==> src/rtl/csa_pkg.sv <==
package csa_pkg;

    // Nominal width of slice i: 2, 2, 3, 4, 5, ...
    function automatic int grp_nom(input int i);
        return (i < 2) ? 2 : i + 1;
    endfunction

    // Lowest bit position covered by slice i
    function automatic int grp_lo(input int i);
        int acc;
        acc = 0;
        for (int j = 0; j < i; j++) acc += grp_nom(j);
        return acc;
    endfunction

    // Number of slices needed to cover n bits
    function automatic int grp_count(input int n);
        int g;
        g = 0;
        while (grp_lo(g) < n) g++;
        return g;
    endfunction

    // Actual width of slice i, top slice cut short at n
    function automatic int grp_w(input int i, input int n);
        int rem;
        rem = n - grp_lo(i);
        return (grp_nom(i) < rem) ? grp_nom(i) : rem;
    endfunction

endpackage

==> src/rtl/csa_ripple.sv <==
module csa_ripple #(
    parameter int W = 4
) (
    input  logic [W-1:0] a,
    input  logic [W-1:0] b,
    input  logic         ci,
    output logic [W-1:0] s,
    output logic         co
);
    logic [W:0] cc;
    assign cc[0] = ci;

    for (genvar i = 0; i < W; i++) begin : g_bit
        assign s[i]    = a[i] ^ b[i] ^ cc[i];
        assign cc[i+1] = (a[i] & b[i]) | (cc[i] & (a[i] ^ b[i]));
    end

    assign co = cc[W];

    logic [W:0] chk;
    always_comb begin
        chk = {1'b0, a} + {1'b0, b} + {{W{1'b0}}, ci};
        AST_RIPPLE_SUM: assert ({co, s} == chk) else $error("ripple slice mismatch");
    end
endmodule

==> src/rtl/csa_add_one.sv <==
module csa_add_one #(
    parameter int W = 4
) (
    input  logic [W-1:0] x,
    output logic [W-1:0] y
);
    for (genvar i = 0; i < W; i++) begin : g_inc
        if (i == 0) begin : g_lsb
            assign y[0] = ~x[0];
        end else begin : g_upper
            assign y[i] = x[i] ^ (&x[i-1:0]);
        end
    end

    always_comb begin
        AST_ADD_ONE: assert (y == x + W'(1)) else $error("increment mismatch");
    end
endmodule

==> src/rtl/csa_group.sv <==
module csa_group #(
    parameter int W = 4
) (
    input  logic [W-1:0] a,
    input  logic [W-1:0] b,
    input  logic         sel,
    output logic [W-1:0] s,
    output logic         co
);
    logic [W-1:0] s_zero;
    logic [W-1:0] s_one;
    logic         c_zero;
    logic         c_one;

    csa_ripple #(.W(W)) u_rca0 (
        .a  (a),
        .b  (b),
        .ci (1'b0),
        .s  (s_zero),
        .co (c_zero)
    );

    csa_add_one #(.W(W)) u_inc (
        .x (s_zero),
        .y (s_one)
    );

    assign c_one = c_zero | (&s_zero);

    assign s  = sel ? s_one : s_zero;
    assign co = sel ? c_one : c_zero;

    always_comb begin
        AST_NO_DOUBLE_CARRY: assert (!(c_zero && (&s_zero))) else $error("carry and all-ones sum together");
        AST_ONE_CAND: assert ({c_one, s_one} == {c_zero, s_zero} + (W+1)'(1)) else $error("carry-one candidate wrong");
    end
endmodule

==> src/rtl/sqrt_csel_adder.sv <==
module sqrt_csel_adder
    import csa_pkg::*;
#(
    parameter int N = 16
) (
    input  logic [N-1:0] a,
    input  logic [N-1:0] b,
    input  logic         cin,
    output logic [N-1:0] sum,
    output logic         cout
);
    localparam int NG = grp_count(N);

    logic [NG:0] gc;
    assign gc[0] = cin;

    for (genvar g = 0; g < NG; g++) begin : g_slice
        localparam int LO = grp_lo(g);
        localparam int W  = grp_w(g, N);
        if (g == 0) begin : g_base
            csa_ripple #(.W(W)) u_rca (
                .a  (a[LO +: W]),
                .b  (b[LO +: W]),
                .ci (gc[0]),
                .s  (sum[LO +: W]),
                .co (gc[1])
            );
        end else begin : g_sel
            csa_group #(.W(W)) u_grp (
                .a   (a[LO +: W]),
                .b   (b[LO +: W]),
                .sel (gc[g]),
                .s   (sum[LO +: W]),
                .co  (gc[g+1])
            );
        end
    end

    assign cout = gc[NG];

    logic [N:0] total;
    always_comb begin
        total = {1'b0, a} + {1'b0, b} + {{N{1'b0}}, cin};
        AST_TOTAL_SUM: assert (sum == total[N-1:0]) else $error("sum mismatch");
        AST_CARRY_OUT: assert (cout == total[N]) else $error("carry-out mismatch");
    end
endmodule

==> config.mk <==
export PLATFORM = sky130hd
export DESIGN_NAME = sqrt_csel_adder
export DESIGN_NICKNAME = d
export VERILOG_FILES = /design/src/rtl/csa_pkg.sv /design/src/rtl/csa_ripple.sv /design/src/rtl/csa_add_one.sv /design/src/rtl/csa_group.sv /design/src/rtl/sqrt_csel_adder.sv
export SDC_FILE = /design/constraint.sdc
export NUM_CORES = 1
export LEC_CHECK = 0
export BUFFER_PORTS_ARGS = -buffer_cell sky130_fd_sc_hd__buf_4
export CAP_MARGIN = 25
export CORE_ASPECT_RATIO = 0.9
export CORE_MARGIN = 10
export CORE_UTILIZATION = 30
export DETAILED_ROUTE_END_ITERATION = 7
export GPL_TIMING_DRIVEN = 1
export PLACE_DENSITY_LB_ADDON = 0.15
export SYNTH_ARGS = -nofsm -noshare
export SYNTH_HDL_FRONTEND = slang
export SYNTH_SLANG_ARGS = --single-unit
==> constraint.sdc <==
create_clock -name vclk -period 7.9
set_clock_uncertainty 0.15 [all_clocks]
set_input_delay 0.395 -clock vclk [all_inputs]
set_output_delay 0.395 -clock vclk [all_outputs]
set_load 0.03 [all_outputs]
# == Yosys cells after proc, flatten, opt, wreduce, memory -nomap -nowiden ==
# Cells that the tools add are included.
# word_totals
output_inout_bits,17
in_bits,33
reg_bits,0
# classes
reduce_logical,10
n_bitwise,86
mux,8
# ops
cell,count
1-bit XOR,38
1-bit AND,28
1-bit OR,16
3-bit AND reduction,3
2-bit AND reduction,4
4-bit AND reduction,2
5-bit two-way mux,1
5-bit AND reduction,1
1-bit two-way mux,4
4-bit two-way mux,1
1-bit inverter,4
3-bit two-way mux,1
2-bit two-way mux,1

# == Longest topological paths before layout ==
# depth
ltp_word,11
mapped_depth,12
mapped_depth_nobuf,12

# == Modules after synthesis ==
# From an unflattened synthesis, not the netlist that was laid out.
# unflattened
cells_unflattened,103
area_unflattened_um2,879.6
# by_module_without_submodules
mod,area_per_inst_um2,cells_each,n_inst,seq_area_each_um2
csa_ripple at g_slice[0].g_base.u_rca ...,70.1,10,2,0.0
csa_ripple at g_slice[4].g_sel.u_grp.u_rca0,137.6,15,1,0.0
csa_ripple at g_slice[3].g_sel.u_grp.u_rca0,117.6,14,1,0.0
csa_group at g_slice[4].g_sel.u_grp,107.6,10,1,0.0
csa_ripple at g_slice[2].g_sel.u_grp.u_rca0,97.6,13,1,0.0
csa_group at g_slice[3].g_sel.u_grp,63.8,7,1,0.0
csa_add_one at g_slice[4].g_sel.u_grp.u_inc,56.3,6,1,0.0
csa_group at g_slice[2].g_sel.u_grp,48.8,5,1,0.0
csa_add_one at g_slice[3].g_sel.u_grp.u_inc,37.5,4,1,0.0
csa_group at g_slice[1].g_sel.u_grp,35.0,4,1,0.0
csa_add_one at g_slice[2].g_sel.u_grp.u_inc,25.0,3,1,0.0
csa_add_one at g_slice[1].g_sel.u_grp.u_inc,12.5,2,1,0.0

# == Worst setup path after synthesis ==
# No wires, ideal clock.
# synth_timing
path_type,input-to-output
start,input port a[4]
end,output port sum[12]
path_buffers,0
t_arrival_ps,2771
path_stages,10
setup_slack_ps,4584
required_time_ps,7355
path_cell_list,ha_1 -> inv_1 -> fa_1 -> inv_1 -> fa_1 -> ha_1 -> a21oi_2 -> a2111oi_4 -> nand2b_4 -> o21ai_0
# synth_via
elab_chain_len,9
word_cells_on_any_way,13
# synth_rtl
item,line,text
"start, declared",sqrt_csel_adder.sv:6,"input logic [N-1:0] a,"
1-bit AND (2 in a row),csa_ripple.sv:15,assign cc[i+1] = (a[i] & b[i]) | (cc[i] & (a[i] ^ b[i]));
1-bit OR,csa_ripple.sv:15,
1-bit XOR / 1-bit AND (equally long branches),"csa_ripple.sv:14, csa_ripple.sv:15",
3-bit AND reduction / 1-bit OR (equally long branches),"csa_group.sv:28, csa_ripple.sv:15",
1-bit OR,csa_group.sv:28,assign c_one = c_zero | (&s_zero);
1-bit two-way mux * (2 in a row),csa_group.sv:31,assign co = sel ? c_one : c_zero;
5-bit two-way mux *,csa_group.sv:30,assign s = sel ? s_one : s_zero;
"end, declared",sqrt_csel_adder.sv:9,"output logic [N-1:0] sum,"
# Mark *: on every way between the ends. The rest lies on a longest branch, timed or not.

# == Worst setup path after layout ==
# layout_timing
start,input port a[7]
end,output port sum[13]
# layout_via
elab_chain_len,10
word_cells_on_any_way,15
# layout_rtl
item,line
1-bit AND (2 in a row),csa_ripple.sv:15
1-bit OR,csa_ripple.sv:15
1-bit AND,csa_ripple.sv:15
1-bit OR,csa_ripple.sv:15
1-bit XOR / 1-bit AND (equally long branches),"csa_ripple.sv:14, csa_ripple.sv:15"
4-bit AND reduction / 1-bit OR (equally long branches),"csa_group.sv:28, csa_ripple.sv:15"
1-bit OR,csa_group.sv:28
1-bit two-way mux *,csa_group.sv:31
5-bit two-way mux *,csa_group.sv:30
# Marked as above.

==> flow_metrics.tcl <==
set metrics [dict create \
    status "completed" \
    holdCritStartpoint "cin" \
    final_nets 189 \
    fin_area_mm2 0.00114 \
    max_stage_delay_ns 0.48 \
    relSlewSlack_pct 76.3 \
    crit_family "adder cells" \
    min_path_cells 3 \
    crit_type "input port to output pin" \
    dr.pass1.iters 2 \
    worst-path-buf-inv 3 \
    crit_start "a[7]" \
    dp_hpwl_mm 1.89 \
    num_rows 16 \
    path_cells "buf_4 -> ha_1 -> fa_1 -> inv_1 -> fa_1 -> fa_1 -> a2111oi_4 -> nand2b_4 -> mux2_4 -> buf_4" \
    ir_drop_mv 0.0799 \
    min_period_ns 3.45 \
    drive_gt1_share_pct 44.6 \
    syn2layout_area_growth_pct 55.8 \
    hold_buffers 0 \
    syn_inst 80 \
    fill_cells 230 \
    seq_cells 0 \
    fmax_mhz 290 \
    cts.repair.resized 0 \
    seq_power_share_pct 0 \
    grt-ovfl-total 0 \
    placed_area_mm2 0.00114 \
    critPathMostFrequentCell "fa_1" \
    grt_antenna_before_repair 0 \
    start_util_pct 32.4 \
    antenna_cells 0 \
    syn_nets 137 \
    cellPowerDensity_mw_per_mm2 132 \
    hold_viol 0 \
    yosys.area.top_type_share_pct 32.8 \
    endpoint_kind "output pin" \
    synth_area_leaders "fa_1 (33%), ha_1 (20%), inv_1 (14%)" \
    die_area_mm2 0.00482 \
    synth.distinct_cells 16 \
    io_buffers 50 \
    yosysWarningCount 0 \
    wl_mm 1.94 \
    synth_area_leader_cell "fa_1" \
    p_sw_share_pct 57.0 \
    via_per_inst 4.29 \
    crit_arrival_ns 2.90 \
    clkbuf_count 0 \
    ys_seq_area_share_pct 0 \
    grt_max_degree 6 \
    power.switching_mw 0.0858 \
    period_share_pct 43.6 \
    drc_errors 0 \
    worst_slew_pin_slew_ns 0.356 \
    required_ns 7.36 \
    place_inst 157 \
    grt_setup_unrepaired "no" \
    setup_viol 0 \
    grt_pass1_wl_mm 2.99 \
    ioPinCount 50 \
    drtIter0Drc 11 \
    postCtsSetupBuffers 0 \
    p_clk_share_pct 0 \
    critPathLaunchType "input port" \
    core_mm2 0.00226 \
    routedWlPerCell_um 12.3 \
    final_antenna_net_count 0 \
    fin_tns_setup_ns 0 \
    vias 674 \
    leakagePower_nw 0.663 \
    crit_path_top_delay_cell "fa_1" \
    maxCapViolCount 0 \
    hold_class "input port to output pin" \
    p_comb_share_pct 100.0 \
    holdPathEnd "sum[0]" \
    dieWidth_um 72.1 \
    cp_max_fo 5 \
    ff_latch_area_um2 0 \
    report.final.slew_viol_count 0 \
    syn_area_um2 733 \
    die_h_um 66.9 \
    avgSynthCellArea_um2 9.17 \
    final_cells 157 \
    first_global_vias 691 \
    p_int_mw 0.0648 \
    track_usage_pct 7.16 \
    gp_congestion 0.783 \
]
## cell families (layout without fill, tap and decap cells)
group	after synthesis	after routing	share of synthesized area [%]
AO/OA/AOI/OAI	11	11	11.1
buffers and inverters	27	77	13.8
multiplexers	4	4	6.65
XOR/XNOR	6	6	7.17
adder cells (fa/ha/maj)	24	24	53.2
AND/OR/NAND/NOR	8	8	8.02
## metal layers
metal / vias to the layer above / share of wire [%] / track usage (%)
met4: 0 / 0 / 0
met2: 33 / 46 / 12.9
met5: - / 0 / 0
li1: 344 / - / -
met1: 297 / 43 / 8.49
met3: 0 / 11 / 2.37
## Yosys cell counts
| cell type | count |
|---|---|
| nand3b_4 | 1 |
| nor2_1 | 1 |
| xor2_1 | 3 |
| mux2_4 | 1 |
| nand2_1 | 4 |
| ha_1 | 12 |
| fa_1 | 12 |
| a21oi_2 | 1 |
| xnor2_1 | 3 |
| mux2_2 | 3 |
| nand2b_4 | 1 |
| o21ai_0 | 7 |
| a21oi_1 | 2 |
| a2111oi_4 | 1 |
| and3_1 | 1 |
| inv_1 | 27 |
## power by group through the flow
| stage | registers (mW) | logic [mW] | clock network [mW] |
|---|---|---|---|
| after floorplan | 0 | 0.0965 | 0 |
| after global placement | 0 | 0.151 | 0 |
| after detailed placement | 0 | 0.154 | 0 |
| after CTS | 0 | 0.154 | 0 |
| after global routing | 0 | 0.165 | 0 |
| final | 0 | 0.151 | 0 |
## stage by stage
stage / hold slack (ns) / setup WS [ns] / util [%] / total power [mW]
CTS: 1.05 / 4.45 / 50.5 / 0.154
floorplan: 0.961 / 4.58 / - / 0.0965
global route: 1.06 / 4.31 / 50.5 / 0.165
global placement: 1.02 / 4.47 / 50.5 / 0.151
detailed placement: 1.04 / 4.46 / 50.5 / 0.154
finish: 1.03 / 4.45 / 50.5 / 0.151
## worst max path at each step
stage                    to  slack, ns  depth (start not counted)
detailed placement  sum[13]       4.46                         10
floorplan           sum[12]       4.58                         10
CTS                 sum[13]       4.45                         10
finish              sum[13]       4.45                         10
global placement    sum[13]       4.47                         10
global route        sum[13]       4.31                         12
## placed cells by master, fill, tap and decap left out, drive strengths merged, types with 3 or more instances in the layout
master  count
a21oi       3
buf        50
fa         12
ha         12
inv        27
mux2        4
nand2       4
o21ai       7
xnor2       3
xor2        3
## final cells by class
class	instances	area, um^2	share of cell area (%)
Timing Repair Buffer	50	375	32.9
Multi-Input combinational cell	53	632	55.3
Inverter	27	101	8.87
Tap cell	27	33.8	2.96
Power figures use the tool's default switching activity.
